**config.mk**
```make
export PLATFORM = sky130hd
export DESIGN_NAME = fuse_read_seq
export DESIGN_NICKNAME = d
export VERILOG_FILES = /design/src/rtl/fuse_seq_pkg.sv /design/src/rtl/fuse_seq_ctrl.sv /design/src/rtl/fuse_seq_dp.sv /design/src/rtl/fuse_read_seq.sv
export SDC_FILE = /design/constraint.sdc
export NUM_CORES = 1
export LEC_CHECK = 0
export BUFFER_PORTS_ARGS = -buffer_cell sky130_fd_sc_hd__buf_2
export CORE_MARGIN = 1
export CORE_UTILIZATION = 25
export CTS_CLUSTER_SIZE = 25
export DETAILED_ROUTE_END_ITERATION = 12
export SLEW_MARGIN = 20
export SYNTH_ARGS = -nofsm -noshare
export SYNTH_HDL_FRONTEND = slang
export SYNTH_HIERARCHICAL = 1
export SYNTH_SLANG_ARGS = --single-unit
```
**constraint.sdc**
```tcl
create_clock -name clk -period 3.85 [get_ports clk]
set_input_delay 0.1925 -clock clk [delete_from_list [all_inputs] [get_ports clk]]
set_output_delay 0.1925 -clock clk [all_outputs]
set_load 0.05 [all_outputs]
```
**src/rtl/fuse_seq_pkg.sv**
```systemverilog
package fuse_seq_pkg;

  typedef enum logic [2:0] {
    ST_IDLE,
    ST_OPEN,
    ST_CLR,
    ST_SETA,
    ST_STRB,
    ST_DROP,
    ST_ZDONE
  } seqState_t;

  typedef struct packed {
    logic accept;
    logic waitRst;
    logic sample;
    logic advance;
    logic addrShow;
  } seqCtl_t;

endpackage

```
**src/rtl/fuse_seq_ctrl.sv**
```systemverilog
module fuse_seq_ctrl
  import fuse_seq_pkg::*;
(
  input  logic    clk,
  input  logic    rstN,
  input  logic    reqValid,
  input  logic    reqZero,
  input  logic    waitDone,
  input  logic    lastByte,
  input  logic    outFree,
  output seqCtl_t ctl,
  output logic    busy,
  output logic    fuseCsN,
  output logic    fusePgenN,
  output logic    fuseLoad,
  output logic    fuseStrobe
);

  seqState_t st, nxt;
  logic active;

  always_ff @(posedge clk or negedge rstN) begin
    if (!rstN) st <= ST_IDLE;
    else       st <= nxt;
  end

  always_comb begin
    nxt = st;
    ctl = '0;
    case (st)
      ST_IDLE: if (reqValid) begin
        ctl.accept  = 1'b1;
        ctl.waitRst = 1'b1;
        nxt = reqZero ? ST_ZDONE : ST_OPEN;
      end
      ST_OPEN: if (waitDone) begin
        ctl.waitRst = 1'b1;
        nxt = ST_CLR;
      end
      ST_CLR: begin
        ctl.waitRst = 1'b1;
        nxt = ST_SETA;
      end
      ST_SETA: if (waitDone) begin
        ctl.waitRst = 1'b1;
        nxt = ST_STRB;
      end
      ST_STRB: if (waitDone && outFree) begin
        ctl.sample  = 1'b1;
        ctl.waitRst = 1'b1;
        nxt = ST_DROP;
      end
      ST_DROP: if (waitDone) begin
        ctl.advance = 1'b1;
        ctl.waitRst = 1'b1;
        nxt = lastByte ? ST_IDLE : ST_CLR;
      end
      ST_ZDONE: nxt = ST_IDLE;
      default: nxt = ST_IDLE;
    endcase
    ctl.addrShow = (st == ST_SETA) || (st == ST_STRB) || (st == ST_DROP);
  end

  assign active     = (st == ST_OPEN) || (st == ST_CLR) || (st == ST_SETA) ||
                      (st == ST_STRB) || (st == ST_DROP);
  assign busy       = (st != ST_IDLE);
  assign fuseCsN    = !active;
  assign fuseLoad   = active;
  assign fusePgenN  = 1'b1;
  assign fuseStrobe = (st == ST_STRB);

endmodule

```
**src/rtl/fuse_seq_dp.sv**
```systemverilog
module fuse_seq_dp
  import fuse_seq_pkg::*;
#(
  parameter int ADDR_W     = 10,
  parameter int CNT_W      = 11,
  parameter int DATA_W     = 8,
  parameter int SETTLE_CYC = 100
) (
  input  logic              clk,
  input  logic              rstN,
  input  seqCtl_t           ctl,
  input  logic [ADDR_W-1:0] reqAddr,
  input  logic [CNT_W-1:0]  reqCount,
  input  logic [DATA_W-1:0] fuseDout,
  input  logic              outReady,
  output logic              waitDone,
  output logic              lastByte,
  output logic              outFree,
  output logic              outValid,
  output logic [DATA_W-1:0] outData,
  output logic [ADDR_W-1:0] fuseAddr
);

  localparam int WAIT_W = $clog2(SETTLE_CYC + 1);
  localparam logic [WAIT_W-1:0] WAIT_LAST = WAIT_W'(SETTLE_CYC - 1);

  logic [ADDR_W-1:0] curAddr;
  logic [CNT_W-1:0]  remain;
  logic [WAIT_W-1:0] waitCnt;

  always_ff @(posedge clk or negedge rstN) begin
    if (!rstN) begin
      curAddr <= '0;
      remain  <= '0;
    end else if (ctl.accept) begin
      curAddr <= reqAddr;
      remain  <= reqCount;
    end else if (ctl.advance) begin
      curAddr <= curAddr + 1'b1;
      remain  <= remain - 1'b1;
    end
  end

  always_ff @(posedge clk or negedge rstN) begin
    if (!rstN)              waitCnt <= '0;
    else if (ctl.waitRst)   waitCnt <= '0;
    else if (!waitDone)     waitCnt <= waitCnt + 1'b1;
  end

  always_ff @(posedge clk or negedge rstN) begin
    if (!rstN) begin
      outValid <= 1'b0;
      outData  <= '0;
    end else if (ctl.sample) begin
      outValid <= 1'b1;
      outData  <= fuseDout;
    end else if (outReady) begin
      outValid <= 1'b0;
    end
  end

  assign waitDone = (waitCnt == WAIT_LAST);
  assign lastByte = (remain == CNT_W'(1));
  assign outFree  = !outValid || outReady;
  assign fuseAddr = ctl.addrShow ? curAddr : '0;

endmodule

```
**src/rtl/fuse_read_seq.sv**
```systemverilog
module fuse_read_seq
  import fuse_seq_pkg::*;
#(
  parameter int ADDR_W     = 10,
  parameter int CNT_W      = 11,
  parameter int DATA_W     = 8,
  parameter int SETTLE_CYC = 100
) (
  input  logic              clk,
  input  logic              rstN,
  input  logic              reqValid,
  input  logic [ADDR_W-1:0] reqAddr,
  input  logic [CNT_W-1:0]  reqCount,
  output logic              busy,
  output logic              outValid,
  input  logic              outReady,
  output logic [DATA_W-1:0] outData,
  output logic              fuseCsN,
  output logic              fusePgenN,
  output logic              fuseLoad,
  output logic              fuseStrobe,
  output logic [ADDR_W-1:0] fuseAddr,
  input  logic [DATA_W-1:0] fuseDout
);

  seqCtl_t ctl;
  logic waitDone, lastByte, outFree;

  fuse_seq_ctrl u_ctrl (
    .clk(clk), .rstN(rstN), .reqValid(reqValid), .reqZero(reqCount == '0),
    .waitDone(waitDone), .lastByte(lastByte), .outFree(outFree),
    .ctl(ctl), .busy(busy), .fuseCsN(fuseCsN), .fusePgenN(fusePgenN),
    .fuseLoad(fuseLoad), .fuseStrobe(fuseStrobe)
  );

  fuse_seq_dp #(
    .ADDR_W(ADDR_W), .CNT_W(CNT_W), .DATA_W(DATA_W), .SETTLE_CYC(SETTLE_CYC)
  ) u_dp (
    .clk(clk), .rstN(rstN), .ctl(ctl), .reqAddr(reqAddr), .reqCount(reqCount),
    .fuseDout(fuseDout), .outReady(outReady), .waitDone(waitDone),
    .lastByte(lastByte), .outFree(outFree), .outValid(outValid),
    .outData(outData), .fuseAddr(fuseAddr)
  );

endmodule

```
# Yosys cells after proc, flatten, opt, wreduce, memory -nomap -nowiden
# Cells that the tools add are included.
classes:
  n_addsub: 3
  n_eq_ne: 13
  mux: 24
  reduce_logical: 17
ops:
  columns: ["cell", "n"]
  rows:
  - ["10-bit two-way mux", 3]
  - ["11-bit two-way mux", 2]
  - ["3-bit two-way mux", 6]
  - ["3-bit case mux with 6 select lines", 1]
  - ["7-bit two-way mux", 2]
  - ["11-bit by 1-bit equality test with 1-bit output, second input constant", 1]
  - ["11-bit logical NOT", 1]
  - ["11-bit by 1-bit subtractor with 11-bit output, second input constant", 1]
  - ["10-bit by 1-bit adder with 10-bit output, second input constant", 1]
  - ["2-bit by 1-bit inequality test with 1-bit output, second input constant", 4]
  - ["7-bit by 1-bit adder with 7-bit output, second input constant", 1]
  - ["7-bit equality test, second input constant", 1]
  - ["1-bit logical OR", 7]
  - ["3-bit by 2-bit equality test with 1-bit output, second input constant", 2]
  - ["3-bit equality test, second input constant", 2]
  - ["1-bit two-way mux", 6]
  - ["2-bit two-way mux", 3]
  - ["5-bit AND reduction", 1]
  - ["2-bit inequality test, second input constant", 2]
  - ["1-bit case mux with 4 select lines", 1]
  - ["2-bit nonzero test", 2]
  - ["3-bit by 1-bit equality test with 1-bit output, second input constant", 1]
  - ["3-bit logical NOT", 1]
  - ["3-bit nonzero test", 1]
  - ["3 further kinds", 4]
word_totals:
  ff_bits: 40
  inputBits: 33
  out_inout_bits: 24
  wordCells: 63

# Depth between registers and ports, before layout
logic_depth:
  word_depth: 6
  ltp_mapped: 9
  depth_no_buf: 8

# Cells and area by module
# Netlist, hierarchy kept.
modules_own_cells:
  columns: ["mod", "instances", "cells_each", "area_per_inst_um2", "seq_area_each_um2"]
  rows:
  - ["fuse_seq_dp", 1, 194, 1915.6, 925.9]
  - ["fuse_seq_ctrl", 1, 38, 295.3, 75.1]
  - ["fuse_read_seq", 1, 4, 23.8, 0.0]

# Least setup slack after synthesis
# OpenSTA, ideal clock, no wires.
synth_timing:
  path_kind: "flip-flop to flip-flop"
  start: "register u_ctrl.st[0]"
  end: "register u_dp.outData[0]"
  setup_ns: 0.125
  arrival_time_ns: 2.665
  required_time_ns: 3.725
  setup_slack_ns: 1.060
  path_stages_with_launch: 6
  n_path_buf: 2
  synth_period_minus_slack_ns: 2.790
  path_cell_list: "dfrtp_1 > buf_2 > nor3b_1 > and3_1 > clkbuf_1 > mux2_2"
synth_lines:
  columns: ["element", "line_no", "text"]
  rows:
  - ["start, declared", "fuse_seq_ctrl.sv:19", "seqState_t st, nxt;"]
  - ["start signal, assigned", "fuse_seq_ctrl.sv:24", "else st <= nxt;"]
  - ["end signal, assigned", "fuse_seq_dp.sv:56", "outData <= fuseDout;"]
  - ["end, declared", "fuse_seq_dp.sv:20", "output logic [DATA_W-1:0] outData,"]

==> results.md <==
Finish:
- The leading cell type in the layout, fill and taps excluded is buf_2.
- The area growth from synthesis to layout is 20.83%.
- The antenna diode count is 0.
- The non-filler instance count after layout is 397.
- The net count of the finished layout is 326.
- In the layout the commonest cells are buf_2 (55), dfrtp_1 (40), nand2_1 (24), o21ai_0 (17), nor2_1 (12).
- The share of final-layout standard cells stronger than drive strength 1 is 28.72%.

Placed design:
- Counting tap cells, the placed design contains a total of 390 instances.
- Routability-driven placement finished with a final weighted congestion of 0.7585.
- The half-perimeter wire length after detailed placement is 3654 µm.
- Buffers placed on the I/O ports in this run total 55.

Logic synthesis:
- Yosys mapped a number of flops with a built-in enable equal to 0.
- After Yosys synthesis, and, or, nand and nor cells account for 27.49% of the synthesized area.
- The fraction of the yosys area taken by sequential cells is 44.79%.
- For this run, the number of Yosys warnings is 6.
- In the synthesized netlist the async set-or-reset flop fraction comes to 100.0%.
- The netlist area before placement is 2235 µm².
- The gate count after technology mapping is 236.
- Each instance of the synthesized netlist takes up on average 9.469 µm².
- The count of unique library cells instantiated by Yosys is 49.
- Measured against the total synthesized area, the mux share comes to 4.479%.
- The synthesized netlist devotes 3.527% of its cell area to XOR and XNOR gates.
- The adder and majority gate portion of the synthesized area is 2.240%.
- Synthesis produced a netlist with a net count of 273.
- The flop and latch count out of synthesis is 40.
- Summing the areas of all compound-gate instances in the mapped netlist gives 13.44% of the synthesized area.
- By area, the combinational part of the netlist is dominated by simple AND/OR/NAND/NOR gates.
- In the synthesized netlist the dominant register cell turns out to be dfrtp_1.

Global routing:
- The number of global-route vias before repair is 1776.
- The overall routing resource usage is 11.31%.
- The total overflow left after global routing is 0.
- The initial antenna violation count came to 0.
- Entering global routing, the biggest net connects 41 pins.
- The wire length of the first global-routing pass is 8093 µm.

Floorplanning:
- The die height is 96.55 µm.
- The area of the core is 8678 µm².
- The number of primary I/O pins is 57.
- The die is 96.55 µm wide.
- The cell row count is 34.
- Once the floorplan was initialized, standard cells occupied 25.75% of the core.
- The die covers 9321 µm².

CTS:
- The number of resized instances in the post-cts repair step is 0.
- Clock-pin slew was measured on the worst setup and hold paths at 80 ps.
- The tree is rooted in a clkbuf_8.
- TritonCTS built the clock tree.
- The setup fix buffers added after clock tree synthesis is 0.
- The clock reaches the later pin of the worst-skew pair after 290 ps.
- In this run the number of H-tree levels came out at 2.
- The number of clock sinks seen by CTS is 40.
- In this run, post-CTS hold repair placed 0 buffers.
- In this run, CTS created clock tree buffers numbering 5.
- The longest clock path from root to sink contains 2 buffers.

Critical path:
- The slowest stage of the critical path is the or3b_2 cell.
- For the worst setup path, the data required time is 4020 ps.
- STA classifies the critical path endpoint as a flop.
- The critical path goes through ha_1, nand4bb_1, nor2_1, nand2_1, nor2_1, buf_4, or3b_2, or2_2, o311ai_1.
- The maximum net fanout on the critical path is 15.
- The critical path is of the reg -> reg type.
- The most frequent cell on the critical path is nor2_1.
- The maximum cell stage delay along the critical path is 530 ps.
- The type of element launching the critical path is a flop.
- The signal arrival time at the worst endpoint is 3040 ps.

STA:
- The number of pins with negative max-slew slack in the final report is 0.
- The transition time at the pin with the least slew margin is 933.4 ps.
- For the final database, setup skew stands at 6.540 ps.
- The count of endpoints failing hold in the final timing report was 0.
- The final setup violation count is 0.
- The achievable frequency is 349.1 MHz.
- The post-route fraction of the period consumed by the critical path is 74.41%.
- In this run the tightest slew margin relative to its limit is 37.77%.
- Summed over all failing endpoints, the final setup total negative slack is 0 ps.
- Across all hold checks on the routed design, the worst slack comes to 24.71 ps.
- The final period demand of the worst path is 2865 ps.
- Setup repair after global routing left no endpoint under its margin.

Pwr:
- Across the VDD grid, the largest voltage drop is 0.1739 mV.
- The completed layout was analyzed and its total power is 1.714 mW.
- In this run switching power makes up 43.12% of total power.
- The combinational fraction of design power is 39.3%.
- Sequential cells burn 43.1% of the power.
- The internal portion of the total power is 0.9747 mW.
- In this run the power spent charging and discharging nets is 0.7388 mW.
- The leakage power figure is 1.176 nW.
- The clock group share of total power is 17.6%.
- For this design the ratio of total power to cell area is 634.6 nW/µm².

Detailed routing:
- The number of violations reported at the end of detailed-routing iteration 0 is 84.
- The detailed-route wire length per cell is 12.64 µm.
- The detail route stage leaves a number of antenna-violating nets equal to 0.
- For this run, design rule violations remaining after detail routing come to 0.
- The final route contains 1976 vias.
- Dividing the detail-routed via count by the number of cells gives 4.977.
- The routed design has 5020 µm of wire.
- The first detailed-routing pass ran for 5 iterations.

Run:
- Across the run, the number of max-cap violations was 0.

Min path:
- The worst min-delay path class is in -> async.

Status:
- The flow ran to the end, and the final reports show no timing, DRC or antenna violations.
[cell families (layout without fill, tap and decap cells)]
kind of cell    count (synthesis)  in the layout
xor+xnor                        9              9
fa+ha+maj                       4              4
mux                             9              9
buf+inv                        19             72
flops                          40             40
other cells                     1              1
simple gates                  106            106
compound gates                 48             48
[worst paths after layout]
path	start	endpoint	slack, ps	cells past startpoint
hold reg to reg	u_dp/outData[7]	u_dp/outData[7]	510	1
setup / recovery	u_dp/waitCnt[0]	u_dp/remain[7]	990	9
max in group asynchronous	rstN	u_dp/curAddr[2]	3220	1
setup reg to reg	u_dp/waitCnt[0]	u_dp/remain[7]	990	9
min in group clk	reqAddr[7]	u_dp/curAddr[7]	120	3
hold / removal	rstN	u_dp/waitCnt[4]	20	1
[metal layers]
metal | global-route usage [%] | share of wire (%)
met5 | 0 | 0
met4 | 3.554 | 0.86
met3 | 3.443 | 6.2
met2 | 18.72 | 47
met1 | 14.05 | 46
[cells in the mapped netlist (3+ instances only)]
cell type	n	area, µm²
nand3_1	9	45.04
xor2_1	6	52.55
a31oi_1	7	43.79
a21oi_1	5	25.02
nor2_1	12	45.04
o31ai_1	5	37.54
or4_4	3	33.78
xnor2_1	3	26.28
nand2b_1	5	31.28
and2_1	11	68.82
dfrtp_1	40	1001
inv_1	7	26.28
clkbuf_1	6	22.52
nand2_1	24	90.09
nor3_1	4	20.02
ha_1	4	50.05
buf_2	3	15.01
or4_1	9	67.56
nand4_1	5	31.28
mux2_2	8	90.09
o211ai_1	4	30.03
or2_2	3	18.77
or3_1	5	31.28
o21ai_0	17	85.08
[registers in the layout, summed over array words and instances (netlist names)]
signal	cells
u_dp/remain	11
u_dp/curAddr	10
u_dp/outData	8
u_dp/waitCnt	7
u_ctrl/st	3
u_dp/outValid	1
[power groups by stage]
stage | Clock (mW) | Combinational (mW) | Sequential, mW
3_5_place_dp | 0 | 0.683 | 0.740
6_report | 0.301 | 0.674 | 0.739
5_1_grt | 0.334 | 0.757 | 0.766
3_3_place_gp | 0 | 0.669 | 0.735
4_1_cts | 0.317 | 0.684 | 0.734
2_1_floorplan | 0 | 0.570 | 0.681
[critical path: cells and delay by family, from the launching register on]
kind                       cells  cell delay, ps
AOI/OAI and AO/OA              1             330
buffers and inverters          1             210
DFF                            1             400
and+or+nand+nor                6            1590
adders and majority gates      1             210
[stage by stage]
| stage | setup WS, ps | instance area (µm²) | util (%) |
|---|---|---|---|
| floorplan | 1060 | 2235 | - |
| global placement | 1211 | 2604 | 30.00 |
| detailed placement | 1068 | 2604 | 30.00 |
| CTS | 996.6 | 2700 | 31.11 |
| global route | 878.4 | 2700 | 31.11 |
| finish | 985.1 | 2700 | 31.11 |
[area by class of cell]
class / count / area, µm²
clock buffers: 7 / 96.34
fillers: 916 / 5978
inverters: 8 / 30.03
multi-input cells: 177 / 1147
flip-flops and latches: 40 / 1001
well taps: 108 / 135.1
repair buffers: 57 / 290.3
Power figures use the tool's default switching activity.
